$ cat src/rtl/sdf_pkg.sv
package sdf_pkg;

  // Levels owned by channel ch for split code split.
  function automatic int part_size(int levels, logic [1:0] split, bit ch);
    case (split)
      2'b00:   return ch ? 0 : levels;
      2'b11:   return ch ? levels : 0;
      default: return levels / 2;
    endcase
  endfunction

  // Request level for a slice of size levels under a 2-bit threshold code.
  function automatic int thr_levels(int size, logic [1:0] code);
    int t;
    t = (size * (4 - int'(code))) / 4;
    if (t < 1) t = 1;
    return t;
  endfunction

endpackage

$ cat src/rtl/sdf_store.sv
module sdf_store #(
  parameter int LEVELS = 16,
  parameter int WIDTH  = 32,
  parameter int AW     = 4,
  parameter int PORTS  = 2
) (
  input  logic                   clk,
  input  logic [PORTS-1:0]       we,
  input  logic [PORTS*AW-1:0]    waddr,
  input  logic [PORTS*WIDTH-1:0] wdata,
  input  logic [PORTS*AW-1:0]    raddr,
  output logic [PORTS*WIDTH-1:0] rdata
);
  logic [WIDTH-1:0] mem [LEVELS];

  always_ff @(posedge clk) begin
    for (int p = 0; p < PORTS; p++) begin
      if (we[p]) mem[waddr[p*AW +: AW]] <= wdata[p*WIDTH +: WIDTH];
    end
  end

  for (genvar g = 0; g < PORTS; g++) begin : g_rd
    assign rdata[g*WIDTH +: WIDTH] = mem[raddr[g*AW +: AW]];
  end
endmodule

$ cat src/rtl/sdf_chan.sv
module sdf_chan
  import sdf_pkg::*;
#(
  parameter int AW = 4,
  parameter int CW = 5,
  parameter int SW = 12
) (
  input  logic          clk,
  input  logic          rst_n,
  input  logic [CW-1:0] size,
  input  logic [AW-1:0] base,
  input  logic [1:0]    thr_code,
  input  logic          repart,
  input  logic          push,
  input  logic          pop,
  input  logic          flush_req,
  input  logic          eos_en,
  input  logic [SW-1:0] sect_len,
  output logic          wr_en,
  output logic [AW-1:0] wr_addr,
  output logic [AW-1:0] rd_addr,
  output logic [CW-1:0] count,
  output logic          dreq,
  output logic          dma_off,
  output logic          err
);
  logic [AW-1:0] wptr, rptr, wptr_nx, rptr_nx;
  logic [CW-1:0] cnt, thr;
  logic [SW:0]   sect, sect_nxt;
  logic          drain, err_q;
  // named internal events
  logic flush_now, full, empty, push_ok, pop_ok, bad_op, boundary;

  assign flush_now = repart | flush_req;
  assign full      = (cnt == size);
  assign empty     = (cnt == '0);
  assign push_ok   = push & ~full  & ~flush_now;
  assign pop_ok    = pop  & ~empty & ~flush_now;
  assign bad_op    = ~flush_now & ((push & full) | (pop & empty));
  assign sect_nxt  = sect + (SW+1)'(4);
  assign boundary  = push_ok && (sect_len != '0) && (sect_nxt >= {1'b0, sect_len});

  assign wptr_nx = ({1'b0, wptr} + CW'(1) == size) ? '0 : wptr + AW'(1);
  assign rptr_nx = ({1'b0, rptr} + CW'(1) == size) ? '0 : rptr + AW'(1);
  assign thr     = CW'(thr_levels(int'(size), thr_code));

  always_ff @(posedge clk) begin
    if (!rst_n) begin
      wptr  <= '0;
      rptr  <= '0;
      cnt   <= '0;
      sect  <= '0;
      drain <= 1'b0;
      err_q <= 1'b0;
    end else begin
      err_q <= err_q | bad_op;
      if (flush_now) begin
        wptr  <= '0;
        rptr  <= '0;
        cnt   <= '0;
        sect  <= '0;
        drain <= 1'b0;
      end else begin
        if (push_ok) begin
          wptr <= wptr_nx;
          sect <= boundary ? '0 : sect_nxt;
        end
        if (pop_ok) rptr <= rptr_nx;
        cnt <= cnt + CW'(push_ok) - CW'(pop_ok);
        if (boundary && eos_en) drain <= 1'b1;
        else if (empty)         drain <= 1'b0;
      end
    end
  end

  assign wr_en   = push_ok;
  assign wr_addr = base + wptr;
  assign rd_addr = base + rptr;
  assign count   = cnt;
  assign dma_off = (size == '0);
  assign dreq    = !dma_off && ((cnt >= thr) || (drain && !empty));
  assign err     = err_q;


  err_sticky_chk: assert property (@(posedge clk) disable iff (!rst_n)
    err |=> err);

  overflow_flag_chk: assert property (@(posedge clk) disable iff (!rst_n)
    (push && full && !flush_now) |=> err);

  no_req_when_off_chk: assert property (@(posedge clk) disable iff (!rst_n)
    (size == '0) |-> !dreq);

  flush_empties_chk: assert property (@(posedge clk) disable iff (!rst_n)
    flush_now |=> (count == '0));

  count_bound_chk: assert property (@(posedge clk) disable iff (!rst_n)
    count <= size);

  push_pop_hold_chk: assert property (@(posedge clk) disable iff (!rst_n)
    (push_ok && pop_ok) |=> $stable(count));
endmodule

$ cat src/rtl/split_dma_fifo.sv
module split_dma_fifo
  import sdf_pkg::*;
#(
  parameter int         LEVELS  = 16,
  parameter int         WIDTH   = 32,
  parameter int         SECT_W  = 12,
  parameter logic [7:0] CFG_RST = 8'h2A,
  localparam int        AW      = $clog2(LEVELS),
  localparam int        CW      = AW + 1
) (
  input  logic                  clk,
  input  logic                  rst_n,
  input  logic                  cfg_we,
  input  logic [7:0]            cfg_wdata,
  output logic [7:0]            cfg_rdata,
  input  logic [1:0]            push,
  input  logic [2*WIDTH-1:0]    push_data,
  input  logic [1:0]            pop,
  output logic [2*WIDTH-1:0]    pop_data,
  output logic [2*CW-1:0]       level,
  output logic [1:0]            dma_req,
  output logic [1:0]            dma_off,
  output logic [1:0]            err,
  input  logic [1:0]            irq,
  input  logic [1:0]            rdflush_en,
  input  logic [1:0]            eos_en,
  input  logic [2*SECT_W-1:0]   sect_len
);
  logic [7:0]    cfg_q;
  logic [1:0]    split_cur, split_new;
  logic          both_empty, split_ok, repart;
  logic [CW-1:0] sz [2];
  logic [AW-1:0] base [2];
  logic [1:0]    thr_code [2];
  logic [CW-1:0] cnt [2];
  logic [1:0]    wr_en;
  logic [2*AW-1:0] wr_addr, rd_addr;

  assign split_cur  = cfg_q[6:5];
  assign split_new  = cfg_wdata[6:5];
  assign both_empty = (cnt[0] == '0) && (cnt[1] == '0);
  assign split_ok   = (split_new == split_cur) || both_empty;
  assign repart     = cfg_we && split_ok && (split_new != split_cur);

  always_ff @(posedge clk) begin
    if (!rst_n) cfg_q <= CFG_RST & 8'h6F;
    else if (cfg_we)
      cfg_q <= {cfg_q[7], (split_ok ? split_new : split_cur), cfg_q[4], cfg_wdata[3:0]};
  end
  assign cfg_rdata = cfg_q;

  assign sz[0]       = CW'(part_size(LEVELS, split_cur, 1'b0));
  assign sz[1]       = CW'(part_size(LEVELS, split_cur, 1'b1));
  assign base[0]     = '0;
  assign base[1]     = sz[0][AW-1:0];
  assign thr_code[0] = cfg_q[3:2];
  assign thr_code[1] = cfg_q[1:0];

  for (genvar g = 0; g < 2; g++) begin : g_ch
    sdf_chan #(.AW(AW), .CW(CW), .SW(SECT_W)) u_ch (
      .clk       (clk),
      .rst_n     (rst_n),
      .size      (sz[g]),
      .base      (base[g]),
      .thr_code  (thr_code[g]),
      .repart    (repart),
      .push      (push[g]),
      .pop       (pop[g]),
      .flush_req (irq[g] & rdflush_en[g]),
      .eos_en    (eos_en[g]),
      .sect_len  (sect_len[g*SECT_W +: SECT_W]),
      .wr_en     (wr_en[g]),
      .wr_addr   (wr_addr[g*AW +: AW]),
      .rd_addr   (rd_addr[g*AW +: AW]),
      .count     (cnt[g]),
      .dreq      (dma_req[g]),
      .dma_off   (dma_off[g]),
      .err       (err[g])
    );
    assign level[g*CW +: CW] = cnt[g];
  end

  sdf_store #(.LEVELS(LEVELS), .WIDTH(WIDTH), .AW(AW), .PORTS(2)) u_store (
    .clk   (clk),
    .we    (wr_en),
    .waddr (wr_addr),
    .wdata (push_data),
    .raddr (rd_addr),
    .rdata (pop_data)
  );


  rsvd_keep_chk: assert property (@(posedge clk) disable iff (!rst_n)
    cfg_we |=> (cfg_q[7] == $past(cfg_q[7]) && cfg_q[4] == $past(cfg_q[4])));

  split_hold_chk: assert property (@(posedge clk) disable iff (!rst_n)
    (cfg_we && !split_ok) |=> $stable(cfg_q[6:5]));

  repart_clears_chk: assert property (@(posedge clk) disable iff (!rst_n)
    repart |=> (cnt[0] == '0 && cnt[1] == '0));
endmodule

$ cat config.mk
export PLATFORM = sky130hd
export DESIGN_NAME = split_dma_fifo
export DESIGN_NICKNAME = d
export VERILOG_FILES = /design/src/rtl/sdf_pkg.sv /design/src/rtl/sdf_store.sv /design/src/rtl/sdf_chan.sv /design/src/rtl/split_dma_fifo.sv
export SDC_FILE = /design/constraint.sdc
export NUM_CORES = 1
export LEC_CHECK = 0
export ABC_CLOCK_PERIOD_IN_PS = 5500
export BUFFER_PORTS_ARGS = -buffer_cell sky130_fd_sc_hd__buf_2
export CAP_MARGIN = 10
export CORE_AREA = 3 3 253 255
export DETAILED_ROUTE_END_ITERATION = 8
export DIE_AREA = 0 0 256 258
export PLACE_DENSITY_LB_ADDON = 0.3
export REMOVE_ABC_BUFFERS = 1
export SLEW_MARGIN = 15
export SYNTH_ARGS = -nofsm -noshare
export SYNTH_HDL_FRONTEND = slang
export SYNTH_SLANG_ARGS = --single-unit
$ cat constraint.sdc
create_clock -name clk -period 5.5 [get_ports clk]
set_input_delay 0.55 -clock clk [delete_from_list [all_inputs] [get_ports clk]]
set_output_delay 0.55 -clock clk [all_outputs]
set_load 0.02 [all_outputs]
After elaboration in Yosys (flattened, before gate mapping)
Memory sizes are Yosys's and may differ from the RTL's. A register that Yosys moved wholly into a read port is not among the register bits.
Cells that the tools add are included.
{ "classes": {"n_addsub": 20, "mul": 2, "n_div": 0, "order_cmp": 6, "n_eq_ne": 9, "shift": 0, "n_mux": 20, "bitwise_logic": 31, "n_reduce_logical": 34} }
{ "op_table": {"columns": ["op", "count"], "rows": [
  ["32-bit by 1-bit adder with 32-bit output", 2],
  ["32-bit by 2-bit less-than comparator with 1-bit output, second input constant", 2],
  ["6-bit by 32-bit multiplier with 32-bit output", 2],
  ["5-bit == test", 6],
  ["13-bit by 3-bit adder with 13-bit output, second input constant", 2],
  ["13-bit by 12-bit >= comparator with 1-bit output", 2],
  ["13-bit two-way mux", 2],
  ["4-bit two-way mux", 6],
  ["12-bit nonzero test", 2],
  ["4-bit by 1-bit adder with 5-bit output, second input constant", 4],
  ["5-bit zero test", 4],
  ["5-bit one-hot mux with 2 select lines", 2],
  ["1-bit AND", 18],
  ["4-bit by 1-bit adder with 4-bit output, second input constant", 4],
  ["1-bit logical AND", 13],
  ["5-bit by 1-bit adder with 5-bit output", 2],
  ["5-bit >= comparator", 2],
  ["5-bit two-way mux", 2],
  ["5-bit by 1-bit subtractor with 5-bit output", 2],
  ["4-bit adder", 2],
  ["1-bit two-way mux", 8],
  ["2-bit OR reduction", 4],
  ["3-bit by 2-bit subtractor with 4-bit output, first input constant", 2],
  ["1-bit NOT", 7],
  ["9 further kinds", 20]
]} }
{ "word_totals": {"reg_bits": 62, "latchBits": 0, "ram_bits": 512, "mem_bits_ro": 0, "inputBits": 109, "output_inout_bits": 88, "word_cells": 137, "n_memories": 1} }
{ "memory_table": {"columns": ["name", "depth", "word_bits", "read_ports", "rd_ports_with_merged_regs", "wr", "line_no", "source"], "rows": [
  ["u_store.mem", 16, 32, 2, 1, 2, "sdf_store.sv:14", "logic [WIDTH-1:0] mem [LEVELS];"]
]} }

Longest topological paths before layout
Gate-level depths: netlist (run 1).
{ "depth": {"depth_word": 12, "ltp_mapped": 19} }

Modules after synthesis
Synthesis (run 1) repeated with hierarchy kept, for this count alone.
{ "hier_totals": {"hier_cells": 2413, "area_unflattened_um2": 35345.1} }
{ "by_module_without_submodules": {"columns": ["module", "n_inst", "cells_each", "area_per_inst_um2", "seq_area_each_um2"], "rows": [
  ["sdf_store", 1, 1732, 29632.2, 15374.7],
  ["sdf_chan at g_ch[0].u_ch", 1, 322, 2675.1, 520.5],
  ["sdf_chan at g_ch[1].u_ch", 1, 323, 2673.8, 520.5],
  ["split_dma_fifo", 1, 36, 364.1, 120.1]
]} }

Worst setup path after synthesis (run 1)
OpenSTA, ideal clock, no wires.
{ "synth_path": {"path_kind": "reg-to-reg", "startpoint": "reg cfg_q[5] (netlist: cfg_rdata[5])", "endpoint": "mem u_store.mem[14][0] (enable)", "arrival_ns": 4.480, "required_ns": 5.034, "slack_ns": 0.554, "path_stages_with_launch": 10, "n_path_buf": 2, "period_less_slack_ns": 4.946, "cell_sequence": "dfxtp_1 inv_1 ha_1 buf_2 xor2_1 nor3_1 nor3_1 clkbuf_1 nand2_1 o21ai_0"} }
{ "synth_lines": {"columns": ["item", "line_no", "source"], "rows": [
  ["from (decl)", "split_dma_fifo.sv:29", "logic [7:0] cfg_q;"],
  ["from (signal assigned)", "split_dma_fifo.sv:46", "if (!rst_n) cfg_q <= CFG_RST & 8'h6F;"],
  ["from (signal assigned)", "split_dma_fifo.sv:48", "cfg_q <= {cfg_q[7], (split_ok ? split_new : split_cur), cfg_q[4], cfg_wdata[3:0]};"],
  ["to (decl)", "sdf_store.sv:14", null]
]} }

Worst setup path after layout (run 1)
{ "layout_path": {"startpoint": "reg cfg_q[5] (netlist: cfg_rdata[5])", "endpoint": "out dma_req[0]"} }
{ "layout_between": {"elab_chain_cells": 10, "elab_cells_between_ends": 13, "cone_classes": "add/sub: 1; mul: 1; order compare: 2; eq/ne: 1; mux: 2; bitwise: 1; reduce/logical: 5"} }
{ "layout_lines": {"columns": ["item", "line_no", "source"], "rows": [
  ["2-bit == test or 2-bit zero test (tied branches)", "sdf_pkg.sv:5", "case (split)"],
  ["5-bit one-hot mux with 2 select lines *", "sdf_pkg.sv:5", null],
  ["6-bit by 32-bit multiplier with 32-bit output", "sdf_pkg.sv:15", "t = (size * (4 - int'(code))) / 4;"],
  ["1-bit AND (no source line)", null, null],
  ["32-bit by 1-bit adder with 32-bit output (no source line)", null, null],
  ["32-bit by 2-bit less-than comparator with 1-bit output", "sdf_pkg.sv:16", "if (t < 1) t = 1;"],
  ["5-bit two-way mux", "sdf_pkg.sv:16", null],
  ["5-bit >= comparator", "sdf_chan.sv:81", "assign dreq = !dma_off && ((cnt >= thr) || (drain && !empty));"],
  ["1-bit logical OR", "sdf_chan.sv:81", null],
  ["1-bit logical AND *", "sdf_chan.sv:81", null],
  ["to (decl)", "split_dma_fifo.sv:21", "output logic [1:0] dma_req,"]
]} }
Every way passes the cells marked *; elsewhere a longest branch is shown, timed or not.

==> flow_metrics.env, run 1 <==
export IMPL_status="finished clean"
export IMPL_yosysWarnings=0
export IMPL_critPathLaunchType="flop"
export IMPL_wirelength_um=93600
export IMPL_pwr_share_seq_pct=38.2
export IMPL_clockPowerShare_pct=29.0
export IMPL_cts_buffers=61
export IMPL_die_area_um2=66000
export IMPL_rsz0062_at_grt="no"
export IMPL_critPathMaxFanout=5
export IMPL_fin_tns_setup_ns=0
export IMPL_synth_largest_area_cell="edfxtp_1"
export IMPL_hold_class="in -> reg"
export IMPL_slew_viol_final=0
export IMPL_placedCellCount=3015
export IMPL_route_detailed_drc=0
export IMPL_finalNonFillerCells=3138
export IMPL_globalRouteOverflowTotal=0
export IMPL_vdd_drop_max_mv=0.259
export IMPL_power_density_nw_per_um2=375
export IMPL_nets=2420
export IMPL_leakagePower_nw=12.6
export IMPL_arrival_ns=3.95
export IMPL_drtIter0Drc=1962
export IMPL_start_util_pct=55.0
export IMPL_holdWs_ns=0.135
export IMPL_firstDrtPassIters=5
export IMPL_io_pins=197
export IMPL_synthArstFlopShare_pct=0
export IMPL_synthToLayoutAreaGrowth_pct=11.1
export IMPL_synthFlopType="edfxtp_1"
export IMPL_grt_start_max_net_pins=75
export IMPL_pwr_share_comb_pct=32.8
export IMPL_tightestPinTransition_ns=1.17
export IMPL_p_total_mw=14.2
export IMPL_p_int_mw=9.63
export IMPL_power_share_switching_pct=32.1
export IMPL_fin_crit_sh_pct=81.9
export IMPL_hold_viol=0
export IMPL_antenna_found_initial=6
export IMPL_port_buffers=192
export IMPL_htree_levels=2
export IMPL_synth_area_top_cells="edfxtp_1 (45%), mux4_2 (21%), mux2_2 (14%), dfxtp_1 (3.7%), mux2_1 (3.1%)"
export IMPL_dpl_instance_area_um2=35800
export IMPL_maxSlewHeadroom_pct=21.6
export IMPL_cp_required_ns=4.95
export IMPL_cts_hold_buf=0
export IMPL_grt_total_usage_pct=28.3
export IMPL_syn_avg_cell_area_um2=15.9
export IMPL_maxCapViolations=0
export IMPL_vias=21105
export IMPL_gp_congestion=0.813
export IMPL_yosysTopAreaCellShare_pct=45.2
export IMPL_worstSkewPairLatency_ns=0.64
export IMPL_drive_above_1_share_pct=48.6
export IMPL_syn_inst=2141
export IMPL_cts_tree="done"
export IMPL_synth_edf_count=512
export IMPL_yosysMostFrequentCell="edfxtp_1"
export IMPL_clkSlewWorstSetupHoldPaths_ns=0.06
export IMPL_die_w_um=256
export IMPL_power_switching_mw=4.54
export IMPL_via_per_inst=6.73
export IMPL_syn_area_um2=34000
export IMPL_postLayoutCellArea_um2=37800
export IMPL_synth_seq_cells=574
export IMPL_grt_pass1_vias=22006
export IMPL_core_area_um2=61800
export IMPL_antenna_left=0
export IMPL_ys_types=61
export IMPL_finalSetupViolations=0
export IMPL_cts_buffer_depth=3
export IMPL_yosysSeqAreaShare_pct=48.9
export IMPL_hpwlAfterDp_um=54800
export IMPL_grt_pass1_wl_um=139000
export IMPL_cts_setup_buffers=0
export IMPL_fp_dieH_um=258
export IMPL_rows=91
export IMPL_cts_root_buf="clkbuf_16"
export IMPL_timing_fmax_mhz=222
export IMPL_finClkSkew_ns=0.0194
export IMPL_yosys_top_cells_count="edfxtp_1 (512), mux2_2 (418), mux4_2 (320)"
export IMPL_cp_end_kind="output pin"
export IMPL_worstSetupPathType="reg -> out"
export IMPL_clock_sinks=574
export IMPL_cts_resized_gates=0
export IMPL_wl_per_cell_um=29.8
export IMPL_post_route_min_period_ns=4.50
-- through the flow --
stage,setup WS [ns],util (%)
floorplan,-1.66,-
global placement,1.27,57.9
detailed placement,1.23,57.9
CTS,0.943,61.1
global route,0.741,61.1
finish,0.997,61.1
-- layout make-up --
| cell class | instances | area [µm²] |
|---|---|---|
| repair buffers | 246 | 1450 |
| multi-input cells | 1300 | 16400 |
| clock buffers | 73 | 1590 |
| clock inverters | 43 | 370 |
| diodes | 7 | 17.5 |
| inverters | 58 | 220 |
| fillers | 4536 | 24100 |
| flip-flops and latches | 574 | 16600 |
| well taps | 837 | 1050 |
-- per-layer routing --
layer | vias to the layer above | track usage, % | share of wire (%)
met5 | - | 0 | 0.036
met4 | 6 | 9.00 | 3.3
met3 | 209 | 7.12 | 9.8
met2 | 1084 | 47.0 | 49
met1 | 10967 | 37.0 | 37
li1 | 8839 | - | -
-- placed cells by master, fill, tap and decap left out, types with 8 or more instances in the layout --
master,count
clkbuf_1,10
buf_4,47
a21oi_1,38
mux4_2,320
nand2_1,70
edfxtp_1,512
nor3_1,12
nand4_1,10
mux2_2,418
xnor2_1,22
clkinv_1,19
buf_2,192
and2_1,9
ha_1,68
nand3_1,30
clkinv_2,14
nor4_1,10
inv_1,56
and3_1,9
o21ai_0,13
nand2_2,8
clkbuf_16,61
mux2_1,94
dfxtp_1,55
nor2_1,40
o21ai_4,14
xor2_1,30
-- critical path, stage by stage (launching register included) --
cell,delay (ns)
dfxtp_1,0.41
inv_1,0.10
ha_1,0.38
and2_1,0.19
ha_1,0.28
ha_1,0.22
ha_1,0.29
nor3_1,0.15
and3_1,0.17
ha_1,0.21
nand2b_1,0.14
a21o_1,0.18
a21oi_1,0.13
nor2b_1,0.05
o21ai_0,0.15
a21oi_1,0.08
buf_2,0.18
-- path summary, 6_finish.rpt --
| kind | cells after the start | to | start | slack, ns |
|---|---|---|---|---|
| worst max-delay path | 16 | dma_req[0] | cfg_rdata[5]$_SDFFE_PN1P_ | 1.0 |
| worst min-delay path | 3 | cfg_rdata[3]$_SDFFE_PN1P_ | cfg_wdata[3] | 0.14 |
| worst max register to register | 12 | u_store.mem[9][12]$_DFFE_PP_ | cfg_rdata[5]$_SDFFE_PN1P_ | 1.15 |
| worst min register to register | 2 | g_ch[0].u_ch.sect[12]$_SDFFE_PP0P_ | g_ch[0].u_ch.sect[12]$_SDFFE_PP0P_ | 0.47 |
-- state kept, by name, summed over array words and instances (netlist names), named ones only --
name	cells
g_ch.u_ch.sect	22
g_ch.u_ch.err	2
g_ch.u_ch.rptr	8
g_ch.u_ch.count	10
cfg_rdata	6
g_ch.u_ch.drain	2
g_ch.u_ch.wptr	8
u_store.mem	512
-- power groups by stage --
| stage | clock network [mW] | registers [mW] | logic [mW] |
|---|---|---|---|
| global placement | 0 | 5.47 | 4.56 |
| floorplan | 0 | 5.64 | 3.18 |
| global route | 4.33 | 5.45 | 4.96 |
| finish | 4.10 | 5.41 | 4.65 |
| CTS | 4.16 | 5.41 | 4.68 |
| detailed placement | 0 | 5.50 | 4.66 |
-- cells by family (layout without fill, tap and decap cells) --
kind of cell / Yosys count / after routing / synth area share [%]
other: 1 / 9 / 0.0110
adders and majority gates: 70 / 70 / 2.62
and+or+nand+nor: 235 / 235 / 3.52
muxes: 837 / 837 / 38.3
AOI/OAI and AO/OA: 103 / 103 / 1.86
DFF: 574 / 574 / 48.9
xor gates and xnor gates: 53 / 53 / 1.37
buffers and inverters: 268 / 420 / 3.40
Power figures use the tool's default switching activity.
==> run 2, diff against run 1 <==
--- a/config.mk
+++ b/config.mk
@@ -5,7 +5,7 @@
 export SDC_FILE = /design/constraint.sdc
 export NUM_CORES = 1
 export LEC_CHECK = 0
-export ABC_CLOCK_PERIOD_IN_PS = 5500
+export ABC_CLOCK_PERIOD_IN_PS = 4400
 export BUFFER_PORTS_ARGS = -buffer_cell sky130_fd_sc_hd__buf_2
 export CAP_MARGIN = 10
 export CORE_AREA = 3 3 253 255
==> constraint.sdc (replaced) <==
create_clock -name clk -period 4.4 [get_ports clk]
set_input_delay 0.44 -clock clk [delete_from_list [all_inputs] [get_ports clk]]
set_output_delay 0.44 -clock clk [all_outputs]
set_load 0.02 [all_outputs]
==> run 2 against run 1 <==
Effect of this change: final cell count increased by 0.45%; utilization increased by 0.17 points; critical path depth unchanged; critical endpoint unchanged; flip-flop and latch count did not move; hold slack got worse by 0.082 ns; cell area increased by 0.27%; highest routed layer unchanged.
==> flow_metrics.env, run 2 (synthesized netlist as in run 1, its figures left out) <==
export IMPL_io_pins=197
export IMPL_hold_class="in -> reg"
export IMPL_pwr_share_seq_pct=38.6
export IMPL_crit_buf_inv=2
export IMPL_worstSkewPairLatency_ns=0.63
export IMPL_timing_fmax_mhz=242
export IMPL_grt_pass1_wl_um=143000
export IMPL_antenna_left=0
export IMPL_power_density_nw_per_um2=460
export IMPL_via_per_inst=6.79
export IMPL_critPathMaxFanout=4
export IMPL_cts_buffer_depth=3
export IMPL_rows=91
export IMPL_rsz0062_at_grt="no"
export IMPL_critPathLaunchType="flop"
export IMPL_rrSetupSlack_ns=0.57
export IMPL_leakagePower_nw=12.6
export IMPL_p_int_mw=11.8
export IMPL_fin_crit_sh_pct=94.0
export IMPL_drtIter0Drc=2366
export IMPL_finClkSkew_ns=0.0158
export IMPL_firstDrtPassIters=5
export IMPL_power_switching_mw=5.64
export IMPL_n_fill_cell=4541
export IMPL_post_route_min_period_ns=4.14
export IMPL_hold_end="cfg_rdata[1]$_SDFFE_PN1P_"
export IMPL_clockPowerShare_pct=27.1
export IMPL_hold_path_startpoint="cfg_wdata[1]"
export IMPL_synthToLayoutAreaGrowth_pct=11.5
export IMPL_hold_viol=0
export IMPL_tightestPinTransition_ns=1.17
export IMPL_core_area_um2=61800
export IMPL_arrival_ns=3.70
export IMPL_nets=2438
export IMPL_dp_slack_ns=0.624
export IMPL_port_buffers=192
export IMPL_vdd_drop_max_mv=0.302
export IMPL_cts_setup_buffers=0
export IMPL_timing_rr_end="g_ch[0].u_ch.count[4]$_SDFF_PP0_"
export IMPL_grt_pass1_vias=22248
export IMPL_gp_congestion=0.831
export IMPL_wirelength_um=95900
export IMPL_slowest_delay_ns=0.35
export IMPL_pwr_share_comb_pct=34.3
export IMPL_hpwlAfterDp_um=57300
export IMPL_cts_buffers=61
export IMPL_cts_root_buf="clkbuf_16"
export IMPL_largest_register_ffs=512
export IMPL_route_detailed_drc=0
export IMPL_die_area_um2=66000
export IMPL_htree_levels=2
export IMPL_slowest_stage="dfxtp_2"
export IMPL_crit_chain="inv_1 > ha_1 > and2_1 > ha_1 > ha_1 > ha_4 > nor3_2 > and3_1 > ha_1 > nand2b_1 > a21o_1 > a21oi_2 > nor2b_1 > o21ai_1 > a21oi_1 > buf_4"
export IMPL_vias=21398
export IMPL_slew_viol_final=0
export IMPL_fin_tns_setup_ns=0
export IMPL_globalRouteOverflowTotal=0
export IMPL_maxCapViolations=0
export IMPL_p_total_mw=17.4
export IMPL_cts_tree="done"
export IMPL_wl_per_cell_um=30.4
export IMPL_reg2reg_from="g_ch[0].u_ch.count[3]$_SDFF_PP0_"
export IMPL_power_share_switching_pct=32.4
export IMPL_dpl_instance_area_um2=36000
export IMPL_worstSetupPathType="reg -> out"
export IMPL_post_route_util_pct=61.3
export IMPL_ff2ff_path_depth=18
export IMPL_layout_setup_ws_ns=0.262
export IMPL_mostFrequentLayoutCells="edfxtp_1 (512), mux2_2 (418), mux4_2 (320)"
export IMPL_status="finished clean"
export IMPL_cp_common_cell="ha_1"
export IMPL_finalSetupViolations=0
export IMPL_cp_end_kind="output pin"
export IMPL_grt_total_usage_pct=29.1
export IMPL_fp_dieH_um=258
export IMPL_antenna_found_initial=8
export IMPL_grt_start_max_net_pins=52
export IMPL_final_common_cell="edfxtp_1"
export IMPL_hold_depth=3
export IMPL_crit_family="adder cells"
export IMPL_postLayoutCellArea_um2=37900
export IMPL_cp_required_ns=3.96
export IMPL_clkSlewWorstSetupHoldPaths_ns=0.06
export IMPL_start_util_pct=55.0
export IMPL_drive_above_1_share_pct=48.9
export IMPL_clock_sinks=574
export IMPL_maxSlewHeadroom_pct=22.0
export IMPL_die_w_um=256
run 2: changes by cell type in the layout (fill, tap and decap cells not counted), sizes merged:
| cell | delta |
|---|---|
| inv | -1 |
| clkbuf | +11 |
| clkinvlp | -2 |
| clkinv | -6 |
| buf | +17 |
| dlygate4sd3 | +1 |
| bufinv | -6 |
run 2: through the flow:
stage	hold WS, ns	std cells
floorplan	0.445	1932
global placement	0.442	3031
detailed placement	0.467	3031
CTS	0.0185	3144
global route	0.0584	3147
finish	0.0528	3152
run 2: timing repair:
action,in CTS,in global routing
resized for setup,2,8
gates cloned,0,0
setup endpoints to repair,1,1
hold buffers,1,0
endpoints found under the hold margin,1,0
run 2: worst max-delay path by stage:
| stage | from | end | slack (ns) | cells past startpoint |
|---|---|---|---|---|
| after floorplan | g_ch[1].u_ch.rptr[0]$_SDFFE_PP0P_ | pop_data[32] | -2.65 | 2 |
| after global placement | cfg_rdata[5]$_SDFFE_PN1P_ | dma_req[0] | 0.66 | 16 |
| after detailed placement | g_ch[0].u_ch.count[3]$_SDFF_PP0_ | g_ch[0].u_ch.count[4]$_SDFF_PP0_ | 0.62 | 18 |
| after CTS | cfg_rdata[5]$_SDFFE_PN1P_ | dma_req[0] | 0.04 | 16 |
| after global routing | cfg_rdata[2]$_SDFFE_PN0P_ | dma_req[0] | 0.01 | 16 |
| final | cfg_rdata[2]$_SDFFE_PN0P_ | dma_req[0] | 0.26 | 16 |
run 2: power by group through the flow:
stage | Combinational, mW | Sequential (mW) | Clock, mW
after floorplan | 3.98 | 7.05 | 0
after global placement | 5.84 | 6.81 | 0
after detailed placement | 5.94 | 6.84 | 0
after CTS | 5.97 | 6.73 | 4.78
after global routing | 6.35 | 6.78 | 4.99
final | 5.97 | 6.73 | 4.72
run 2: worst reg2reg max path, cell delays in order (launching register included):
cell and delay, ns:
dfxtp_1 0.36, inv_1 0.11, ha_1 0.17, or4b_1 0.55, a2111oi_4 0.51, nor3_2 0.10
buf_4 0.22, clkinv_1 0.07, buf_4 0.23, ha_1 0.27, inv_1 0.06, ha_1 0.15
inv_1 0.06, fa_1 0.39, inv_1 0.07, a21oi_1 0.06, nor2_1 0.11, or3_1 0.12
a21oi_1 0.06
run 2: layout make-up:
class	instances	area [µm²]	area share, %
clock buffers	84	1640	4.33
repair buffers	264	1710	4.51
inverters	58	220	0.581
clock inverters	28	131	0.347
well taps	837	1050	2.77
flip-flops and latches	574	16600	43.9
multi-input cells	1300	16500	43.5
diodes	7	17.5	0.0463
run 2: layer usage:
metal	vias up	share of wire [%]	routed length [µm]	track usage [%]
li1	8862	-	-	-
met1	11152	37	35500	38.1
met2	1158	50	47900	49.1
met3	220	9.3	8910	5.24
met4	6	3.7	3540	10.9
met5	-	0.038	36	0
==> run 3, diff against run 2 <==
--- a/config.mk
+++ b/config.mk
@@ -8,9 +8,9 @@
 export ABC_CLOCK_PERIOD_IN_PS = 4400
 export BUFFER_PORTS_ARGS = -buffer_cell sky130_fd_sc_hd__buf_2
 export CAP_MARGIN = 10
-export CORE_AREA = 3 3 253 255
+export CORE_AREA = 3 3 302 214
 export DETAILED_ROUTE_END_ITERATION = 8
-export DIE_AREA = 0 0 256 258
+export DIE_AREA = 0 0 305 217
 export PLACE_DENSITY_LB_ADDON = 0.3
 export REMOVE_ABC_BUFFERS = 1
 export SLEW_MARGIN = 15
==> run 3 against run 2 <==
Effect of this change: maximum frequency down 0.39%; sequential power barely moved; final cell count fell by 0.82%; via count grew 0.11%; clock power grew 2%; critical path depth stayed put; non-clock buffer count grew 1; clock skew up 0.0053 ns; utilization increased by 0.12 points; total power increased by 1.1%; cell area hardly changed; largest power group unchanged.
==> flow_metrics.env, run 3 (synthesized netlist as in run 1, its figures left out) <==
export IMPL_hold_viol=0
export IMPL_fp_dieH_um=217
export IMPL_timing_rr_end="g_ch[0].u_ch.count[4]$_SDFF_PP0_"
export IMPL_final_common_cell="edfxtp_1"
export IMPL_antenna_found_initial=8
export IMPL_status="finished clean"
export IMPL_route_detailed_drc=0
export IMPL_vias=21421
export IMPL_p_total_mw=17.6
export IMPL_arrival_ns=3.71
export IMPL_reg2reg_from="g_ch[1].u_ch.count[3]$_SDFF_PP0_"
export IMPL_power_density_nw_per_um2=465
export IMPL_cts_root_buf="clkbuf_16"
export IMPL_tightestPinTransition_ns=1.28
export IMPL_antenna_left=0
export IMPL_firstDrtPassIters=6
export IMPL_grt_total_usage_pct=29.4
export IMPL_hold_depth=3
export IMPL_drive_above_1_share_pct=49.1
export IMPL_port_buffers=192
export IMPL_rrSetupSlack_ns=0.41
export IMPL_maxSlewHeadroom_pct=14.1
export IMPL_largest_register_ffs=512
export IMPL_nets=2435
export IMPL_htree_levels=2
export IMPL_finalSetupViolations=0
export IMPL_post_route_min_period_ns=4.15
export IMPL_drtIter0Drc=2697
export IMPL_cp_required_ns=3.96
export IMPL_hold_end="cfg_rdata[3]$_SDFFE_PN1P_"
export IMPL_synthToLayoutAreaGrowth_pct=11.5
export IMPL_hpwlAfterDp_um=57400
export IMPL_wirelength_um=96800
export IMPL_cts_buffers=57
export IMPL_cts_buffer_depth=3
export IMPL_worstSetupPathType="reg -> out"
export IMPL_cts_hold_buf=0
export IMPL_grt_start_max_net_pins=65
export IMPL_hold_path_startpoint="cfg_wdata[3]"
export IMPL_die_w_um=305
export IMPL_gp_congestion=0.817
export IMPL_mostFrequentLayoutCells="edfxtp_1 (512), mux2_2 (418), mux4_2 (320)"
export IMPL_rows=76
export IMPL_wl_met2_um=46000
export IMPL_globalRouteOverflowTotal=0
export IMPL_rsz0062_at_grt="no"
export IMPL_cts_tree="done"
export IMPL_finClkSkew_ns=0.0211
export IMPL_worstSkewPairLatency_ns=0.63
export IMPL_critPathMaxFanout=4
export IMPL_clkSlewWorstSetupHoldPaths_ns=0.06
export IMPL_timing_fmax_mhz=241
export IMPL_grt_pass1_vias=22364
export IMPL_top_layer_used="met5"
export IMPL_leakagePower_nw=12.6
export IMPL_hold_class="in -> reg"
export IMPL_grt_pass1_wl_um=144000
export IMPL_fin_crit_sh_pct=94.4
export IMPL_start_util_pct=55.1
export IMPL_core_area_um2=61700
export IMPL_via_per_inst=6.85
export IMPL_wl_per_cell_um=31.0
export IMPL_io_pins=197
export IMPL_post_route_util_pct=61.4
export IMPL_clock_sinks=574
export IMPL_ff2ff_path_depth=17
export IMPL_slew_viol_final=0
export IMPL_vdd_drop_max_mv=0.333
export IMPL_wl_met1_um=37000
export IMPL_wl_met3_um=10100
export IMPL_maxCapViolations=0
export IMPL_critPathLaunchType="flop"
export IMPL_cp_end_kind="output pin"
export IMPL_die_area_um2=66200
[run 3: layout make-up]
| cell class | instances | area (µm²) |
|---|---|---|
| Fill cell | 4482 | 23800 |
| Clock buffer | 79 | 1550 |
| Sequential cell | 574 | 16600 |
| Clock inverter | 28 | 239 |
| Timing Repair Buffer | 265 | 1710 |
| Tap cell | 819 | 1020 |
| Multi-Input combinational cell | 1300 | 16500 |
| Inverter | 58 | 220 |
| Antenna cell | 3 | 7.51 |
[run 3: per-stage QoR]
step / instance area, µm² / setup TNS (ns) / hold WS, ns / setup slack [ns] / cells
floorplan: 33000 / -644.34 / 0.445 / -2.65 / 1932
global placement: 36000 / 0 / 0.443 / 0.490 / 3014
detailed placement: 36000 / 0 / 0.452 / 0.342 / 3014
CTS: 37800 / 0 / 0.00903 / 0.0104 / 3121
global route: 37900 / 0 / 0.0315 / 0.0112 / 3126
finish: 37900 / 0 / 0.0355 / 0.246 / 3126
[run 3: what timing repair did]
item,in CTS,in global routing
buffers inserted,0,2
endpoints found under the setup margin,1,1
gates resized for setup,3,12
pin swaps,0,1
[run 3: worst max-delay path: stages, from the launching register on]
cell      delay, ns
dfxtp_2        0.35
inv_1          0.06
ha_1           0.29
and2_1         0.18
ha_1           0.31
ha_1           0.25
ha_4           0.29
nor3_2         0.04
and3_1         0.18
ha_1           0.25
nand2b_1       0.14
a21o_1         0.17
a21oi_1        0.15
nor2b_1        0.06
o21ai_1        0.12
a21oi_1        0.08
buf_4          0.18
[run 3: how the worst max path moves through the flow]
stage	to	start	cells after the start	slack (ns)
6_report	dma_req[0]	cfg_rdata[2]$_SDFFE_PN0P_	16	0.25
5_1_grt	dma_req[0]	cfg_rdata[2]$_SDFFE_PN0P_	16	0.01
4_1_cts	dma_req[0]	cfg_rdata[5]$_SDFFE_PN1P_	16	0.01
3_5_place_dp	g_ch[0].u_ch.count[4]$_SDFF_PP0_	cfg_rdata[5]$_SDFFE_PN1P_	17	0.34
3_3_place_gp	g_ch[0].u_ch.count[4]$_SDFF_PP0_	cfg_rdata[5]$_SDFFE_PN1P_	17	0.49
2_1_floorplan	pop_data[32]	g_ch[1].u_ch.rptr[0]$_SDFFE_PP0P_	2	-2.65
[run 3: layer usage]
metal / up-vias / GRT usage, %
li1: 8862 / -
met1: 11048 / 39.4
met2: 1260 / 47.4
met3: 241 / 6.63
met4: 10 / 11.1
met5: - / 0
[run 3: where the power goes]
part | switching, mW | internal, mW
logic | 3.27 | 2.77
registers | 0.298 | 6.44
clock network | 2.14 | 2.69
